File: src/rtl/bam_pkg.sv
// Shared constants and types for the burst address sequencer.
// Assumes a fixed four-beat burst, so the offset and beat fields are two bits.
package bam_pkg;
    localparam int BEAT_W = 2;

    typedef logic [BEAT_W-1:0] beat_t;

    typedef enum logic {
        ORD_LINEAR     = 1'b0,
        ORD_INTERLEAVE = 1'b1
    } order_e;
endpackage

File: src/rtl/bam_beat_ctr.sv
// Beat counter: cleared by reset and by a load, stepped by advance.
// Assumes load has priority over step; the count wraps modulo 4 naturally.
module bam_beat_ctr
    import bam_pkg::*;
(
    input  logic  clk,
    input  logic  rst_n,
    input  logic  load_i,
    input  logic  step_i,
    output beat_t beat_o
);
    beat_t beat_q;

    // Purpose: clear on reset or load, else step on advance.
    always_ff @(posedge clk) begin
        if (!rst_n) begin
            beat_q <= '0;
        end else if (load_i) begin
            beat_q <= '0;
        end else if (step_i) begin
            beat_q <= beat_q + beat_t'(1);
        end
    end

    assign beat_o = beat_q;
endmodule

File: src/rtl/bam_start_reg.sv
// Start register: captures the full start address and the ordering on load.
// Assumes the captured values are held until the next load.
module bam_start_reg
    import bam_pkg::*;
#(
    parameter int AW = 17
) (
    input  logic          clk,
    input  logic          rst_n,
    input  logic          load_i,
    input  logic [AW-1:0] addr_i,
    input  logic          interleave_i,
    output logic [AW-1:0] base_o,
    output order_e        order_o
);
    logic [AW-1:0] base_q;
    order_e        order_q;

    // Purpose: capture address and ordering on load; zero address on reset.
    always_ff @(posedge clk) begin
        if (!rst_n) begin
            base_q  <= '0;
            order_q <= ORD_INTERLEAVE;
        end else if (load_i) begin
            base_q  <= addr_i;
            order_q <= interleave_i ? ORD_INTERLEAVE : ORD_LINEAR;
        end
    end

    assign base_o  = base_q;
    assign order_o = order_q;
endmodule

File: src/rtl/bam_offset_map.sv
// Offset map: combines the start offset and the beat count into the low address bits.
// Purely combinational; the order is chosen by the captured mode.
module bam_offset_map
    import bam_pkg::*;
(
    input  beat_t  start_ofs_i,
    input  beat_t  beat_i,
    input  order_e order_i,
    output beat_t  ofs_o
);
    // Purpose: select a modulo-4 sum or an XOR of offset and beat.
    always_comb begin
        unique case (order_i)
            ORD_LINEAR:     ofs_o = start_ofs_i + beat_i;
            ORD_INTERLEAVE: ofs_o = start_ofs_i ^ beat_i;
            default:        ofs_o = start_ofs_i;
        endcase
    end
endmodule

File: src/rtl/bam_burst_addr_gen.sv
// Top: four-beat burst address sequencer.
// Upper address bits come straight from the start register, and the low two bits
// come from the offset map. Assumes AW >= 3.
module bam_burst_addr_gen
    import bam_pkg::*;
#(
    parameter int AW = 17
) (
    input  logic          clk,
    input  logic          rst_n,
    input  logic          start_i,
    input  logic          adv_i,
    input  logic          interleave_i,
    input  logic [AW-1:0] addr_i,
    output logic [AW-1:0] addr_o,
    output logic [1:0]    beat_o
);
    localparam int UPPER_W = AW - BEAT_W;

    logic [AW-1:0] base;
    order_e        order;
    beat_t         beat;
    beat_t         low_ofs;

    bam_start_reg #(.AW(AW)) u_start (
        .clk          (clk),
        .rst_n        (rst_n),
        .load_i       (start_i),
        .addr_i       (addr_i),
        .interleave_i (interleave_i),
        .base_o       (base),
        .order_o      (order)
    );

    bam_beat_ctr u_beat (
        .clk    (clk),
        .rst_n  (rst_n),
        .load_i (start_i),
        .step_i (adv_i),
        .beat_o (beat)
    );

    bam_offset_map u_map (
        .start_ofs_i (base[BEAT_W-1:0]),
        .beat_i      (beat),
        .order_i     (order),
        .ofs_o       (low_ofs)
    );

    generate
        if (UPPER_W > 0) begin : g_upper
            assign addr_o = {base[AW-1:BEAT_W], low_ofs};
        end else begin : g_narrow
            assign addr_o = low_ofs;
        end
    endgenerate

    assign beat_o = beat;
endmodule

File: config.mk
export PLATFORM = sky130hd
export DESIGN_NAME = bam_burst_addr_gen
export DESIGN_NICKNAME = d
export VERILOG_FILES = /design/src/rtl/bam_pkg.sv /design/src/rtl/bam_beat_ctr.sv /design/src/rtl/bam_start_reg.sv /design/src/rtl/bam_offset_map.sv /design/src/rtl/bam_burst_addr_gen.sv
export SDC_FILE = /design/constraint.sdc
export NUM_CORES = 1
export LEC_CHECK = 0
export ABC_AREA = 0
export BUFFER_PORTS_ARGS = -buffer_cell sky130_fd_sc_hd__buf_2
export CAP_MARGIN = 30
export CORE_MARGIN = 10
export CORE_UTILIZATION = 49
export CTS_CLUSTER_DIAMETER = 120
export DETAILED_ROUTE_END_ITERATION = 6
export GPL_TIMING_DRIVEN = 0
export PLACE_DENSITY = 0.85
export SLEW_MARGIN = 10
export SYNTH_ARGS = -nofsm -noshare
export SYNTH_HDL_FRONTEND = slang
export SYNTH_SLANG_ARGS = --single-unit
File: constraint.sdc
create_clock -name clk -period 2.2 [get_ports clk]
set_input_delay 0.22 -clock clk [delete_from_list [all_inputs] [get_ports clk]]
set_output_delay 0.22 -clock clk [all_outputs]
set_load 0.005 [all_outputs]
==> flow_summary.ini <==
[run_status]
outcome = finished clean

[clocking]
cts_hold_buf = 0
clkTransAtPathRegs_ps = 100
cts.htree.levels = 1
cts-buffers-inserted = 3
cts_tree = done
cts_setup_buffers = 0
cts-root-buf = clkbuf_4
clock-sinks = 20
clk_latency_ps = 290
clock_path_buffers = 2
cts_resized = 0

[sta]
maxSlewHeadroom_pct = 86.38
layout_min_cycle_time_ps = 1544
worst_pin_slew_ps = 204.0
holdWs_ps = 152.3
tns_ps = 0
skew_ps = 0.07760
max_freq_mhz = 647.9
finalCritPeriodShare_pct = 70.16
slew_viol_final = 0
finalHoldViolations = 0
setup_viol = 0
rsz0062_at_grt = false

[routing]
routed-wl-met2_mm = 1.014
drc = 0
wl_met1_um = 753
routed-wl-met3_um = 105
vias_per_cell = 4.397
wl_mm = 1.895
dr.max_layer_used = met4
dr.pass1.iters = 2
drt_iter0_markers = 9
vias = 664
wl_per_cell_um = 12.55
postRouteAntennaNets = 0

[setup_path]
cp-start-kind = flip-flop
cp_top_family = flip-flops
max_stage_delay_ps = 440
crit_arrival_ps = 1320
cp_cell_sequence = ha_1 > nor2b_1 > xnor2_1 > buf_2
critPathBufInv = 1
required_ps = 1980
critPathKind = reg2out
path_max_fanout = 5
slowest_stage = dfxtp_1
endpoint_kind = primary output

[power]
p_per_area_nw_per_um2 = 580.7
p_clk_share_pct = 24.0
switchingPower_mw = 0.1583
seq_power_share_pct = 57.7
p_leak_nw = 0.6206
p_sw_share_pct = 23.16
ir_worst_vdd_mv = 0.4259
intPower_mw = 0.5254
p_comb_share_pct = 18.3

[flow_run]
cap_violations = 0

[layout]
design_area_um2 = 1177
diodes = 0
layout-drive-gt1-share_pct = 50.00
area_growth_pct = 26.82
nets = 151

[global_routing]
grt_antenna_before_repair = 0
grt_pass1_wl_mm = 3.256
grt_pass1_vias = 733
track_usage_pct = 9.697
grt_max_degree = 11
overflow = 0

[floorplan]
core_um2 = 1764
dieArea_um2 = 4035
pin_count = 41
fp.dieW_um = 63.53
fp-row-count = 15
start_util_pct = 52.62
die_y_um = 63.53

[synthesis]
synthDistinctLibCells = 15
synth_xor_xnor_area_share_pct = 2.830
synthTopCellsByCount = dfxtp_1, mux2i_1, nor2b_1
ys.warnings.count = 0
yosysTopAreaCell = dfxtp_1
seq_area_frac_synth_pct = 43.13
synth_top_family_by_area = multiplexers
synth-simple-area-share_pct = 15.23
muxShareOfSynthArea_pct = 19.41
synth_ff_type = dfxtp_1
synth_area_leaders = dfxtp_1, mux2i_1, buf_4
synth_top_area_share_pct = 43.13
synth_nets = 107
syn_area_um2 = 928.4
synth-adder-area-share_pct = 1.348
synth_compound_area_share_pct = 2.022
yosysMostFrequentCell = dfxtp_1
ys_async_sr_fraction_pct = 0
synth_edf_count = 0
ys_seq_elements = 20
syn_area_per_cell_um2 = 11.05
syn_inst = 84

[placement]
io_buffers = 39
gp_congestion = 0.6266
post_dp_cell_area_um2 = 1155
place_hpwl_mm = 1.585

[hold_path]
hold_class = in2reg
## cell type report
cell class                      count  area (um2)
Buffer                             18       148.9
Clock buffer                        3       22.52
Multi-Input combinational cell     46       379.1
Tap cell                           25       31.28
Fill cell                         169       586.8
Sequential cell                    20       400.4
Timing Repair Buffer               39       195.2
## final timing paths
path         cells after the start  slack (ps)                       endpoint                     startpoint
max                              4         660                      addr_o[1]  u_beat.beat_o[0]$_SDFFE_PP0P_
max reg2reg                      2        1400  u_beat.beat_o[1]$_SDFFE_PP0P_  u_beat.beat_o[1]$_SDFFE_PP0P_
min reg2reg                      2         500   u_start.order_o$_SDFFE_PN1P_   u_start.order_o$_SDFFE_PN1P_
min                              3         150   u_start.order_o$_SDFFE_PN1P_                   interleave_i
## cells by family after synthesis
| group | Yosys count |
|---|---|
| buf+inv | 18 |
| compound gates | 2 |
| simple gates | 22 |
| xor+xnor | 3 |
| mux | 18 |
| flops | 20 |
| fa+ha+maj | 1 |
## cells in the final DEF, fill, tap and decap left out, drive strengths merged
cell type  count
xnor2          3
buf           56
a21bo          1
a21oi          1
mux2i         18
clkbuf         4
ha             1
dfxtp         20
nand2          1
nand3b         1
nand2b         1
nor2b         18
nor2           1
## routing by layer
metal,up-vias,track usage (%)
met3,4,3.357
met5,-,0
met4,0,3.279
met1,294,9.851
li1,346,-
met2,20,17.84
## flip-flops by register name, summed over array words and instances, names as in the netlist
signal           count
u_start.order_o      1
u_beat.beat_o        2
u_start.base_o      17
## power groups by stage
stage | Combinational (mW) | Sequential (mW) | Clock [mW]
finish | 0.125 | 0.394 | 0.164
global placement | 0.123 | 0.401 | 0
CTS | 0.128 | 0.395 | 0.168
floorplan | 0.0795 | 0.400 | 0
detailed placement | 0.128 | 0.403 | 0
global route | 0.139 | 0.397 | 0.183
## tightest hold or removal path: stages
cell and delay, ps:
buf_2 70, mux2i_1 60, nand2_1 60
## per-stage QoR
| stage | power [mW] | util [%] | setup slack, ps | instances |
|---|---|---|---|---|
| detailed placement | 0.5310 | 65.46 | 969.3 | 148 |
| finish | 0.6837 | 66.74 | 656.5 | 151 |
| global placement | 0.5245 | 65.46 | 1020 | 148 |
| global route | 0.7201 | 66.74 | 577.4 | 151 |
| CTS | 0.6908 | 66.74 | 636.9 | 151 |
| floorplan | 0.4795 | - | 1158 | 84 |
Note: power is estimated with default switching activity, not from simulation.
